File: src/rtl/sram_seq_pkg.sv
package sram_seq_pkg;

    typedef enum logic [2:0] {
        ST_IDLE   = 3'd0,
        ST_SETUP  = 3'd1,
        ST_STROBE = 3'd2,
        ST_HOLD   = 3'd3,
        ST_DONE   = 3'd4
    } seq_state_e;

    typedef struct packed {
        logic       rls_early;
        logic       setup;
        logic [1:0] hold;
    } area_timing_t;

endpackage

File: src/rtl/sram_area_cfg.sv
module sram_area_cfg
    import sram_seq_pkg::*;
#(
    parameter int          NAREAS   = 7,
    parameter int          AREA_W   = 3,
    parameter logic [NAREAS-1:0] RLS_MASK = 7'b0010010,
    localparam int         CFG_W    = 4 * NAREAS
) (
    input  logic              clk,
    input  logic              rst_n,
    input  logic              cfg_wr,
    input  logic [CFG_W-1:0]  cfg_wdata,
    input  logic [NAREAS-1:0] bytectl,
    input  logic [AREA_W-1:0] sel,
    output area_timing_t      timing
);

    logic [CFG_W-1:0] cfg_d, cfg_q;
    area_timing_t     dec [NAREAS];
    logic             sel_bytectl;

    always_comb begin
        cfg_d = cfg_q;
        if (cfg_wr) cfg_d = cfg_wdata;
    end

    always_ff @(posedge clk or negedge rst_n) begin
        if (!rst_n) cfg_q <= '0;
        else        cfg_q <= cfg_d;
    end

    for (genvar i = 0; i < NAREAS; i++) begin : g_area
        localparam bit CAN_RLS = RLS_MASK[i];
        always_comb begin
            dec[i].setup = cfg_q[4*i+2];
            dec[i].hold  = cfg_q[4*i +: 2];
            if (CAN_RLS) dec[i].rls_early = cfg_q[4*i+3] & ~bytectl[i];
            else         dec[i].rls_early = 1'b0;
        end
    end

    always_comb begin
        timing      = '0;
        sel_bytectl = 1'b0;
        for (int i = 0; i < NAREAS; i++) begin
            if (sel == AREA_W'(i)) begin
                timing      = dec[i];
                sel_bytectl = bytectl[i];
            end
        end
    end


    bytectl_no_early_chk: assert property (@(posedge clk) disable iff (!rst_n)
        sel_bytectl |-> !timing.rls_early);

endmodule

File: src/rtl/sram_seq_fsm.sv
module sram_seq_fsm
    import sram_seq_pkg::*;
#(
    parameter int AW = 16,
    parameter int DW = 32
) (
    input  logic          clk,
    input  logic          rst_n,
    input  logic          req_valid,
    input  logic          req_write,
    input  logic [AW-1:0] req_addr,
    input  logic [DW-1:0] req_wdata,
    input  area_timing_t  timing,
    input  logic [DW-1:0] bus_rdata,
    output logic          ready,
    output logic          done,
    output logic [DW-1:0] rdata,
    output logic [AW-1:0] bus_addr,
    output logic [DW-1:0] bus_wdata,
    output logic          bus_rd,
    output logic          bus_wr,
    output logic          bus_oe
);

    typedef struct packed {
        seq_state_e    st;
        logic          wr;
        logic [AW-1:0] addr;
        logic [DW-1:0] wdata;
        logic [1:0]    hold;
        logic          rls_early;
        logic [DW-1:0] rdata;
    } seq_regs_t;

    seq_regs_t d, q;

    always_comb begin
        d = q;
        case (q.st)
            ST_IDLE: begin
                if (req_valid) begin
                    d.wr        = req_write;
                    d.addr      = req_addr;
                    d.wdata     = req_wdata;
                    d.hold      = timing.hold;
                    d.rls_early = timing.rls_early;
                    d.st        = timing.setup ? ST_SETUP : ST_STROBE;
                end
            end
            ST_SETUP: d.st = ST_STROBE;
            ST_STROBE: begin
                if (!q.wr) d.rdata = bus_rdata;
                if (q.hold == 2'd0) d.st = ST_DONE;
                else begin
                    d.st   = ST_HOLD;
                    d.hold = q.hold - 2'd1;
                end
            end
            ST_HOLD: begin
                if (q.hold == 2'd0) d.st = ST_DONE;
                else                d.hold = q.hold - 2'd1;
            end
            ST_DONE: d.st = ST_IDLE;
            default: d.st = ST_IDLE;
        endcase
    end

    always_ff @(posedge clk or negedge rst_n) begin
        if (!rst_n) q <= '0;
        else        q <= d;
    end

    logic active;
    assign active    = (q.st == ST_SETUP) || (q.st == ST_STROBE) || (q.st == ST_HOLD);
    assign ready     = (q.st == ST_IDLE);
    assign done      = (q.st == ST_DONE);
    assign rdata     = q.rdata;
    assign bus_addr  = q.addr;
    assign bus_wdata = q.wdata;
    assign bus_wr    = q.wr && (q.st == ST_STROBE);
    assign bus_rd    = !q.wr && ((q.st == ST_STROBE) || (q.st == ST_HOLD && !q.rls_early));
    assign bus_oe    = q.wr && active;


    rd_wr_excl_chk: assert property (@(posedge clk) disable iff (!rst_n)
        !(bus_rd && bus_wr));


    oe_not_on_read_chk: assert property (@(posedge clk) disable iff (!rst_n)
        bus_oe |-> !bus_rd);


    wr_single_cycle_chk: assert property (@(posedge clk) disable iff (!rst_n)
        bus_wr |=> !bus_wr);


    done_pulse_chk: assert property (@(posedge clk) disable iff (!rst_n)
        done |=> (!done && ready));


    addr_stable_chk: assert property (@(posedge clk) disable iff (!rst_n)
        (active && $past(active)) |-> ($stable(bus_addr) && $stable(bus_wdata)));


    busy_no_accept_chk: assert property (@(posedge clk) disable iff (!rst_n)
        (active && req_valid) |=> !ready || $past(q.st == ST_DONE));

endmodule

File: src/rtl/sram_strobe_seq.sv
module sram_strobe_seq
    import sram_seq_pkg::*;
#(
    parameter int NAREAS = 7,
    parameter int AREA_W = 3,
    parameter int AW     = 16,
    parameter int DW     = 32,
    parameter logic [NAREAS-1:0] RLS_MASK = 7'b0010010
) (
    input  logic                clk,
    input  logic                rst_n,
    input  logic                cfg_wr,
    input  logic [4*NAREAS-1:0] cfg_wdata,
    input  logic [NAREAS-1:0]   area_bytectl,
    input  logic                req_valid,
    input  logic [AREA_W-1:0]   req_area,
    input  logic                req_write,
    input  logic [AW-1:0]       req_addr,
    input  logic [DW-1:0]       req_wdata,
    output logic                ready,
    output logic                done,
    output logic [DW-1:0]       rdata,
    output logic [AW-1:0]       bus_addr,
    output logic [DW-1:0]       bus_wdata,
    input  logic [DW-1:0]       bus_rdata,
    output logic                bus_rd,
    output logic                bus_wr,
    output logic                bus_oe
);

    area_timing_t sel_timing;

    sram_area_cfg #(
        .NAREAS   (NAREAS),
        .AREA_W   (AREA_W),
        .RLS_MASK (RLS_MASK)
    ) u_cfg (
        .clk       (clk),
        .rst_n     (rst_n),
        .cfg_wr    (cfg_wr),
        .cfg_wdata (cfg_wdata),
        .bytectl   (area_bytectl),
        .sel       (req_area),
        .timing    (sel_timing)
    );

    sram_seq_fsm #(
        .AW (AW),
        .DW (DW)
    ) u_fsm (
        .clk       (clk),
        .rst_n     (rst_n),
        .req_valid (req_valid),
        .req_write (req_write),
        .req_addr  (req_addr),
        .req_wdata (req_wdata),
        .timing    (sel_timing),
        .bus_rdata (bus_rdata),
        .ready     (ready),
        .done      (done),
        .rdata     (rdata),
        .bus_addr  (bus_addr),
        .bus_wdata (bus_wdata),
        .bus_rd    (bus_rd),
        .bus_wr    (bus_wr),
        .bus_oe    (bus_oe)
    );

endmodule

File: config.mk
export PLATFORM = sky130hd
export DESIGN_NAME = sram_strobe_seq
export DESIGN_NICKNAME = d
export VERILOG_FILES = /design/src/rtl/sram_seq_pkg.sv /design/src/rtl/sram_area_cfg.sv /design/src/rtl/sram_seq_fsm.sv /design/src/rtl/sram_strobe_seq.sv
export SDC_FILE = /design/constraint.sdc
export NUM_CORES = 1
export LEC_CHECK = 0
export ABC_AREA = 1
export BUFFER_PORTS_ARGS = -buffer_cell sky130_fd_sc_hd__clkbuf_2
export CORE_MARGIN = 2
export CORE_UTILIZATION = 30
export CTS_BUF_LIST = sky130_fd_sc_hd__clkbuf_4
export DETAILED_ROUTE_END_ITERATION = 7
export PLACE_DENSITY = 0.59
export SLEW_MARGIN = 20
export SYNTH_ARGS = -nofsm -noshare
export SYNTH_HDL_FRONTEND = slang
export SYNTH_HIERARCHICAL = 1
export SYNTH_SLANG_ARGS = --single-unit
File: constraint.sdc
create_clock -name clk -period 1.3 [get_ports clk]
set_clock_uncertainty 0.2 [all_clocks]
set_input_delay 0.26 -clock clk [delete_from_list [all_inputs] [get_ports clk]]
set_output_delay 0.26 -clock clk [all_outputs]
set_load 0.02 [all_outputs]
==> results of run 1 <==
==> worst reg2reg max path, cell delays in order, from the launching register on <==
cell and delay (ns):
dfrtp_2 0.47, buf_4 0.15, inv_1 0.06, nand2_2 0.07
buf_4 0.15, nor2_4 0.17, buf_6 0.12, bufbuf_16 0.24
nand2_1 0.06, nand2_1 0.07
==> layout make-up <==
class / count / area (µm²) / share of cell area, %
repair buffers: 418 / 3880 / 41.6
flip-flops and latches: 110 / 2760 / 29.6
multi-input cells: 302 / 1990 / 21.4
well taps: 225 / 282 / 3.02
inverters: 68 / 260 / 2.79
clock buffers: 10 / 75.1 / 0.805
clock inverters: 5 / 75.1 / 0.805
diodes: 1 / 2.50 / 0.0268
==> layer usage <==
metal  up-vias  wire length (µm)  part of all wire, %
li1       2384                 -                    -
met1      2355              6530                   38
met2       174              9500                   55
met3        36               867                  5.0
met4         2               464                  2.7
met5         -                13                0.075
==> sequential cells by signal, summed over array words and instances (netlist names) <==
| name | count |
|---|---|
| u_fsm/bus_addr | 16 |
| u_cfg/cfg_q | 23 |
| u_fsm/bus_wdata | 32 |
| u_fsm/q | 7 |
| u_fsm/rdata | 32 |
==> cells in the mapped netlist <==
cell type  number
nor2_1         14
nor2_2          1
o21ai_1        49
o21a_1          1
o21ai_0         5
nand2_2         3
inv_1          64
inv_2           4
buf_4          86
o31ai_1         1
a211oi_1        1
nand2_1       174
mux2_2         18
nand3_1        14
buf_2           3
ha_1            1
buf_6          11
nor3_2          2
nor3_1          1
clkbuf_1        2
nand3_2         1
nand4_1        12
nor2_4          3
dfrtp_1       110
==> cell usage in the layout, fill, tap and decap left out, types with 2 or more instances in the layout <==
master	n
mux2_2	18
inv_4	2
buf_16	7
nand4_1	12
nand2_2	19
clkinv_1	2
inv_2	5
dlygate4sd3_1	108
bufinv_16	2
nand2_1	126
dfrtp_2	3
o21ai_0	5
clkbuf_2	111
buf_6	91
buf_4	77
inv_1	61
o21ai_2	45
buf_12	13
nand2_4	32
dfrtp_1	107
nand3_2	2
buf_8	6
nor2_1	10
clkbuf_8	3
nor3_2	2
nor2_4	8
clkbuf_4	10
nand3_1	12
o21ai_1	4
==> kinds of logic after synthesis <==
logic type	synth area share, %
AO/OA/AOI/OAI	5.57
adder cells (fa/ha/maj)	0.238
buffers and inverters	19.9
flip-flops	52.4
multiplexers	3.86
AND/OR/NAND/NOR	18.0
==> what timing repair did <==
item,in CTS,in global routing
pin swaps,9,8
resized for setup,110,317
cloned,13,2
endpoints found under the setup margin,171,171
setup buffers,36,45
hold endpoints to repair,216,14
==> power breakdown <==
group          switching (W)  internal, W  total, W
logic                0.00592      0.00672    0.0126
registers            0.00114      0.00479   0.00594
clock network        0.00111     0.000781   0.00189
total                0.00817       0.0123    0.0205
==> per-stage QoR <==
stage               TNS [ns]  instance area [µm²]  utilization (%)  worst slack (ns)  total power, W
finish                -51.74                 9320             54.1            -0.593          0.0205
detailed placement    -15.53                 6070             35.2            -0.238          0.0120
global placement      -14.82                 6070             35.2            -0.219          0.0119
floorplan              -6.42                 5310                -            -0.105          0.0114
global route          -66.58                 9320             54.1            -0.704          0.0216
CTS                   -53.07                 8310             48.2            -0.658          0.0171
==> worst paths after layout <==
check / startpoint / cells after the start / to
max in group asynchronous: rst_n / 3 / u_fsm/bus_wdata[14]$_DFFE_PN0P_
hold reg to reg: u_fsm/rdata[14]$_DFFE_PN0P_ / 2 / u_fsm/rdata[14]$_DFFE_PN0P_
setup / recovery: u_fsm/q[85]$_DFFE_PN0P_ / 4 / bus_oe
min in group clk: area_bytectl[1] / 7 / u_fsm/q[32]$_DFFE_PN0P_
setup reg to reg: u_fsm/q[84]$_DFFE_PN0P_ / 9 / u_fsm/rdata[25]$_DFFE_PN0P_
hold / removal: rst_n / 2 / u_fsm/rdata[29]$_DFFE_PN0P_
==> results.py, run 1 <==
metrics = {
    "die": {
        "num_rows": 48,
        "core_um2": 17200,
        "chipWidth_um": 136,
        "ios": 208,
        "die_area_um2": 18600,
        "initial_core_util_pct": 30.5,
        "die_h_um": 136,
    },
    "pwr": {
        "peakVddDrop_v": 0.00117,
        "leakage_nw": 4.81,
        "power_density_nw_per_um2": 2200,
    },
    "synth": {
        "synth_top_area_share_pct": 52.4,
        "ys_types": 24,
        "synth_fp_nets": 705,
        "synthTopCellsByArea": "dfrtp_1 (52%), nand2_1 (12%), buf_4 (12%), o21ai_1 (4.7%), inv_1 (4.6%)",
        "synthCells": 581,
        "synth_area_leader_cell": "dfrtp_1",
        "synth.avg_cell_area_um2": 9.04,
        "yosysSeqAreaShare_pct": 52.4,
        "synth-seq-cells": 110,
        "yosys_warnings": 6,
        "synth_area_um2": 5250,
    },
    "sta": {
        "finalWorstSetupSlack_ns": -0.593,
        "hold_slack_ns": 0.0181,
        "period_needed_ns": 1.89,
        "worst_pin_slew_ns": 0.352,
        "drv_slew": 0,
        "relSlewSlack_pct": 76.5,
        "finalCritPeriodShare_pct": 146,
        "hold_viol_final": 0,
        "rsz0062_at_grt": "yes",
        "max_freq_mhz": 528,
        "setup_violations": 171,
    },
    "setup_path": {
        "critPathTopFamily": "flip-flops",
        "criticalPathCategory": "reg -> out",
        "worstPathMaxFanout": 4,
        "crit_path_start_kind": "flip-flop",
        "max_stage_delay_ns": 0.45,
        "cp-end-kind": "output pin",
        "path_buf_inv": 2,
        "slowest_stage": "dfrtp_2",
        "required_ns": 0.84,
        "critical_path.most_common_cell": "buf_6",
        "cp_cell_sequence": "nor2_4, buf_6, nor3_4, buf_6",
        "reg2reg_slack_ns": -0.48,
        "critical_path_arrival_ns": 1.43,
    },
    "final_layout": {
        "fin_cells": 1139,
        "final_nets": 1033,
        "fillers": 1411,
        "syn_to_final_growth_pct": 77.5,
        "layout-drive-gt1-share_pct": 50.7,
    },
    "drt": {
        "antenna_left": 0,
        "drc": 0,
        "routed_wl_um": 17400,
        "first_iter_violations": 152,
        "first_pass_iters": 7,
        "routedWlPerCell_um": 15.3,
        "vias": 4951,
        "vias_per_cell": 4.35,
    },
    "placement": {
        "hpwl_um": 8710,
        "gp_congestion": 0.803,
        "portBuffers": 197,
        "place_inst": 928,
    },
    "run_status": {
        "violations": "negative setup slack",
        "status": "complete, but fails checks",
    },
    "clock_tree": {
        "clk_pin_slew_ns": 0.16,
        "cts_hold_buf": 108,
        "cts_tree": "built",
        "cts.path.max_buffers": 2,
        "cts.sinks": 110,
        "cts_buffers": 9,
        "htreeDepth": 3,
        "ctsRootBufferMaster": "clkbuf_4",
        "clkLatencyLatePin_ns": 0.48,
    },
    "grt": {
        "grt_most_used_layer": "met2",
        "grt_pass1_vias": 4837,
        "grt_use_met1_pct": 18.1,
        "met3_usage_pct": 4.92,
        "antenna_found_initial": 2,
        "gr-usage-met2_pct": 30.2,
        "grt_max_degree": 33,
        "gr-total-overflow": 0,
        "track_usage_pct": 16.4,
        "grt_pass1_wl_um": 23600,
    },
    "hold_path": {
        "hold_class": "in -> async",
    },
    "run": {
        "maxCapViolCount": 0,
    },
}
No activity file was read; power rests on OpenSTA's default activity.
==> inputs of run 2 (changes only) <==
--- a/config.mk
+++ b/config.mk
@@ -11,7 +11,6 @@
 export CORE_UTILIZATION = 30
 export CTS_BUF_LIST = sky130_fd_sc_hd__clkbuf_4
 export DETAILED_ROUTE_END_ITERATION = 7
-export PLACE_DENSITY = 0.59
 export SLEW_MARGIN = 20
 export SYNTH_ARGS = -nofsm -noshare
 export SYNTH_HDL_FRONTEND = slang
==> run 2 against run 1 <==
Effect of this change:
- the flow still finishes with violations (negative setup slack)
- highest routed layer is now met4
- critical path depth rose by 1
- first-iteration DRC count fell by 7.2%
- non-clock buffer count fell by 9
- design area fell by 0.30%
==> results.py, run 2 (synthesis gave the netlist of run 1 again) <==
metrics = {
    "run_status": {
        "status": "complete, but fails checks",
        "violations": "negative setup slack",
    },
    "setup_path": {
        "crit_path_start_kind": "flip-flop",
        "critical_path.most_common_cell": "nor2_4",
        "r2r-end": "u_fsm/bus_wdata[6]$_DFFE_PN0P_",
        "crit_end": "bus_wr",
        "cp-end-kind": "output pin",
        "cp_cell_sequence": "inv_2, nor2_4, nand2_4, nor2_4, buf_8",
        "rr_worst_depth": 8,
        "criticalPathCategory": "reg -> out",
        "crit_start": "u_fsm/q[85]$_DFFE_PN0P_",
        "slowest_stage": "dfrtp_2",
        "reg2reg_slack_ns": -0.42,
        "worstPathMaxFanout": 4,
        "max_stage_delay_ns": 0.47,
        "required_ns": 0.84,
        "reg2reg_from": "u_fsm/q[85]$_DFFE_PN0P_",
        "critical_path_arrival_ns": 1.43,
    },
    "drt": {
        "vias_per_cell": 4.38,
        "routed_wl_um": 17700,
        "top_layer": "met4",
        "drc": 0,
        "wl_met2_um": 9770,
        "first_iter_violations": 141,
        "routedWlPerCell_um": 15.7,
        "vias": 4951,
        "met3_length_um": 766,
        "drt-met1-wl_um": 6700,
        "antenna_left": 0,
        "first_pass_iters": 4,
    },
    "placement": {
        "post-place-ws_ns": -0.229,
        "gp_congestion": 0.792,
        "hpwl_um": 8360,
        "place_inst": 921,
        "portBuffers": 197,
    },
    "grt": {
        "grt_max_degree": 36,
        "grt_pass1_wl_um": 23300,
        "track_usage_pct": 16.3,
        "gr-total-overflow": 0,
        "antenna_found_initial": 1,
        "grt_pass1_vias": 4772,
    },
    "pwr": {
        "peakVddDrop_v": 0.00110,
        "power_density_nw_per_um2": 2210,
        "leakage_nw": 4.79,
        "total_power_w": 0.0205,
    },
    "final_layout": {
        "final_nets": 1023,
        "syn_to_final_growth_pct": 77.0,
        "mostFrequentLayoutCell": "nand2_1",
        "fin_cells": 1130,
        "mostFrequentLayoutCells": "nand2_1 (121), clkbuf_2 (111), dlygate4sd3_1 (110)",
        "layout-drive-gt1-share_pct": 50.8,
    },
    "sta": {
        "relSlewSlack_pct": 74.0,
        "setup_violations": 179,
        "period_needed_ns": 1.89,
        "drv_slew": 0,
        "max_freq_mhz": 530,
        "hold_viol_final": 0,
        "finalWorstSetupSlack_ns": -0.588,
        "rsz0062_at_grt": "yes",
        "worst_pin_slew_ns": 0.389,
        "finalCritPeriodShare_pct": 145,
        "hold_slack_ns": 0.0976,
    },
    "run": {
        "maxCapViolCount": 0,
    },
    "die": {
        "core_um2": 17200,
        "die_h_um": 136,
        "num_rows": 48,
        "chipWidth_um": 136,
        "initial_core_util_pct": 30.5,
        "ios": 208,
        "die_area_um2": 18600,
    },
    "clock_tree": {
        "htreeDepth": 3,
        "cts.path.max_buffers": 2,
        "clk_pin_slew_ns": 0.17,
        "cts.sinks": 110,
        "cts_tree": "built",
        "cts_buffers": 9,
        "clkLatencyLatePin_ns": 0.48,
        "ctsRootBufferMaster": "clkbuf_4",
    },
    "hold_path": {
        "hold_class": "in -> reg",
    },
}
## run 2: worst min path at each step
stage	start	slack (ns)	endpoint	depth (start not counted)
after detailed placement	rst_n	-0.07	u_fsm/rdata[22]$_DFFE_PN0P_	1
final	req_area[0]	0.1	u_fsm/q[32]$_DFFE_PN0P_	5
after global routing	rst_n	0.07	u_fsm/rdata[30]$_DFFE_PN0P_	3
after global placement	rst_n	-0.06	u_fsm/rdata[22]$_DFFE_PN0P_	1
after CTS	req_area[0]	0.02	u_fsm/q[32]$_DFFE_PN0P_	5
after floorplan	rst_n	-0.24	u_cfg/cfg_q[0]$_DFFE_PN0P_	0
## run 2: through the flow
| step | setup TNS, ns | instance area (µm²) | utilization, % |
|---|---|---|---|
| 3_5_place_dp | -12.87 | 6020 | 34.9 |
| 6_report | -48.55 | 9300 | 53.9 |
| 3_3_place_gp | -12.35 | 6020 | 34.9 |
| 2_1_floorplan | -6.42 | 5310 | - |
| 5_1_grt | -60.68 | 9300 | 53.9 |
| 4_1_cts | -54.15 | 8340 | 48.4 |
## run 2: cell type report
type                       instances  area [µm²]
timing repair buffer             409        3860
multi-input combinational        301        1970
clock buffer                      10        75.1
antenna                            1        2.50
inverter                          68         258
fill                            1384        7940
tap                              225         282
clock inverter                     6        86.3
sequential                       110        2760
## run 2: power breakdown
group | internal [W] | switching, W
sequential | 0.00479 | 0.00117
clock | 0.000801 | 0.00114
combinational | 0.00669 | 0.00592
total | 0.0123 | 0.00823
## run 2: timing repair
item,in CTS,in global routing
hold endpoints to repair,216,8
hold buffers,110,1
setup endpoints to repair,171,179
buffers inserted,32,43
resized for setup,109,310
cloned,15,1
pin swaps,13,22
## run 2: metal layers
metal  global-route usage [%]  vias to the layer above
li1                         -                     2363
met1                     18.2                     2417
met2                     30.1                      133
met3                     3.84                       38
met4                     5.56                        0
met5                        0                        -
## run 2: worst max-delay path: cells and delay by family (launching register included)
family	cells	cell delay, ns
buffers and inverters	2	0.19
DFF	1	0.47
and+or+nand+nor	3	0.29
==> inputs of run 3 (changes only) <==
--- a/config.mk
+++ b/config.mk
@@ -14,5 +14,4 @@
 export SLEW_MARGIN = 20
 export SYNTH_ARGS = -nofsm -noshare
 export SYNTH_HDL_FRONTEND = slang
-export SYNTH_HIERARCHICAL = 1
 export SYNTH_SLANG_ARGS = --single-unit
==> run 3 against run 2 <==
Effect of this change:
- the run ends with negative hold slack, negative setup slack left
- cell count fell by 5.0%
- critical path depth did not move
- via count fell by 7.6%
- first-iteration DRC count fell by 31%
==> results.py, run 3 <==
metrics = {
    "die": {
        "initial_core_util_pct": 30.8,
        "ios": 208,
        "die_area_um2": 18200,
        "chipWidth_um": 135,
        "num_rows": 47,
        "die_h_um": 135,
        "core_um2": 16600,
    },
    "sta": {
        "finalCritPeriodShare_pct": 153,
        "tns_ns": -62.76,
        "finalWorstSetupSlack_ns": -0.693,
        "rsz0062_at_grt": "yes",
        "max_freq_mhz": 502,
        "worst_pin_slew_ns": 0.292,
        "drv_slew": 0,
        "hold_viol_final": 13,
        "period_needed_ns": 1.99,
        "hold_slack_ns": -0.0485,
        "setup_violations": 171,
        "relSlewSlack_pct": 80.5,
    },
    "pwr": {
        "peakVddDrop_v": 0.000921,
        "power_density_nw_per_um2": 2180,
        "leakage_nw": 4.54,
    },
    "synth": {
        "synth-edff-count": 0,
        "synth-seq-cells": 110,
        "synth-async-reset-ratio_pct": 100,
        "ys.flop_type": "dfrtp_1",
        "ys_types": 26,
        "yosysSeqAreaShare_pct": 53.7,
        "synth_compound_area_share_pct": 2.78,
        "synth_area_um2": 5130,
        "synth.avg_cell_area_um2": 9.48,
        "synth_xor_area_share_pct": 0,
        "synthTopCellsByArea": "dfrtp_1 (54%), nand2_1 (14%), buf_4 (12%), mux2_2 (9.0%), inv_1 (2.0%)",
        "yosys_warnings": 0,
        "synth_top_family_by_area": "simple AND/OR/NAND/NOR gates",
        "synth_area_leader_cell": "dfrtp_1",
        "yosysMostFrequentCell": "nand2_1",
        "muxShareOfSynthArea_pct": 9.22,
        "yosys.area_share.simple_pct": 18.2,
        "synth_top_area_share_pct": 53.7,
        "synthCells": 541,
        "synthAdderAreaFrac_pct": 0.244,
        "synth_commonest_cells": "nand2_1 (192), dfrtp_1 (110), buf_4 (80)",
        "synth_fp_nets": 665,
    },
    "run_status": {
        "status": "complete, but fails checks",
        "violations": "negative hold slack, negative setup slack",
    },
    "setup_path": {
        "slowest_stage": "dfrtp_2",
        "max_stage_delay_ns": 0.45,
        "path_buf_inv": 2,
        "criticalPathCategory": "reg -> out",
        "critPathTopFamily": "flip-flops",
        "crit_path_start_kind": "flip-flop",
        "critical_path_arrival_ns": 1.53,
        "required_ns": 0.84,
        "cp_cell_sequence": "or2_4, buf_6, nand2_2, nor2_2, clkbuf_8",
        "worstPathMaxFanout": 4,
        "cp-end-kind": "output pin",
    },
    "drt": {
        "vias": 4573,
        "first_iter_violations": 97,
        "routed_wl_um": 15800,
        "antenna_left": 0,
        "drc": 0,
        "vias_per_cell": 4.26,
        "routedWlPerCell_um": 14.8,
        "first_pass_iters": 4,
    },
    "clock_tree": {
        "ctsRootBufferMaster": "clkbuf_4",
        "cts_hold_buf": 109,
        "cts.sinks": 110,
        "clk_pin_slew_ns": 0.19,
        "cts_buffers": 9,
        "cts.path.max_buffers": 2,
        "cts_tree": "built",
        "htreeDepth": 3,
        "clkLatencyLatePin_ns": 0.48,
    },
    "placement": {
        "gp_congestion": 0.809,
        "portBuffers": 197,
        "place_inst": 893,
        "hpwl_um": 8670,
        "placed_area_um2": 6040,
    },
    "grt": {
        "gr-total-overflow": 0,
        "grt_pass1_vias": 4628,
        "grt_pass1_wl_um": 22200,
        "antenna_found_initial": 0,
        "track_usage_pct": 15.8,
        "grt_max_degree": 44,
    },
    "final_layout": {
        "syn_to_final_growth_pct": 72.7,
        "final_nets": 971,
        "layout-drive-gt1-share_pct": 51.8,
        "stdcell_area_um2": 8860,
        "fillers": 1427,
        "mostFrequentLayoutCells": "nand2_1 (111), clkbuf_2 (111), dlygate4sd3_1 (109), dfrtp_1 (109), buf_6 (77)",
        "fin_util_pct": 53.2,
        "fin_cells": 1073,
    },
    "hold_path": {
        "hold_class": "in -> async",
    },
    "run": {
        "maxCapViolCount": 0,
    },
}
-- run 3: changes by cell type after synthesis, sizes merged, moves of 8 or more --
cell,before,now
buf,100,90
inv,68,30
mux2,18,42
nand2,177,195
nand3,15,6
nand4,12,3
nor2,18,26
o21ai,54,18
-- run 3: what timing repair did --
item / 4_1_cts / 5_1_grt
hold endpoints to repair: 217 / 13
pin swaps: 9 / 33
setup endpoints to repair: 171 / 171
gates resized for setup: 66 / 331
setup buffers: 25 / 31
cloned: 8 / 1
-- run 3: path summary, 6_finish.rpt --
| path | startpoint | endpoint | slack, ns | cells after the start |
|---|---|---|---|---|
| max | u_fsm.q[85]$_DFFE_PN0P_ | bus_oe | -0.69 | 5 |
| min | rst_n | u_fsm.rdata[21]$_DFFE_PN0P_ | -0.05 | 2 |
| max reg2reg | u_fsm.q[85]$_DFFE_PN0P_ | u_fsm.q[83]$_DFFE_PN0P_ | -0.58 | 10 |
| min reg2reg | u_fsm.bus_wdata[21]$_DFFE_PN0P_ | u_fsm.bus_wdata[21]$_DFFE_PN0P_ | 0.32 | 2 |
| max in group asynchronous | rst_n | u_fsm.q[85]$_DFFE_PN0P_ | 0.41 | 3 |
| min in group clk | req_area[2] | u_fsm.q[33]$_DFFE_PN0P_ | 0.16 | 7 |
-- run 3: metrics by stage --
| stage | worst slack (ns) | power [W] |
|---|---|---|
| after floorplan | -0.340 | 0.0117 |
| after global placement | -0.301 | 0.0125 |
| after detailed placement | -0.333 | 0.0126 |
| after CTS | -0.779 | 0.0168 |
| after global routing | -0.799 | 0.0204 |
| final | -0.693 | 0.0193 |
-- run 3: cells by family after synthesis --
group / count (synthesis)
compound gates: 26
fa+ha+maj: 1
buf+inv: 127
flops: 110
mux: 42
simple gates: 235
-- run 3: cell type report --
class / instances / area [µm²] / area share (%)
inverter: 30 / 125 / 1.41
timing repair buffer: 392 / 3590 / 40.5
tap: 220 / 275 / 3.11
sequential: 110 / 2750 / 31.1
clock inverter: 7 / 78.8 / 0.890
clock buffer: 9 / 67.6 / 0.763
multi-input combinational: 304 / 1970 / 22.2
antenna: 1 / 2.50 / 0.0282
-- run 3: metal layers --
| metal | vias up | GRT usage [%] | share of wire (%) |
|---|---|---|---|
| met5 | - | 0 | 0 |
| met4 | 0 | 5.96 | 2.3 |
| met3 | 31 | 4.39 | 5.4 |
| met2 | 139 | 28.0 | 53 |
| met1 | 2174 | 18.1 | 39 |
| li1 | 2229 | - | - |
-- run 3: where the power goes --
part,switching [W],internal [W],total [W],leakage [nW]
clock network,0.00121,0.000606,0.00181,0.0696
registers,0.00105,0.00483,0.00588,1.33
logic,0.00532,0.00628,0.0116,3.14
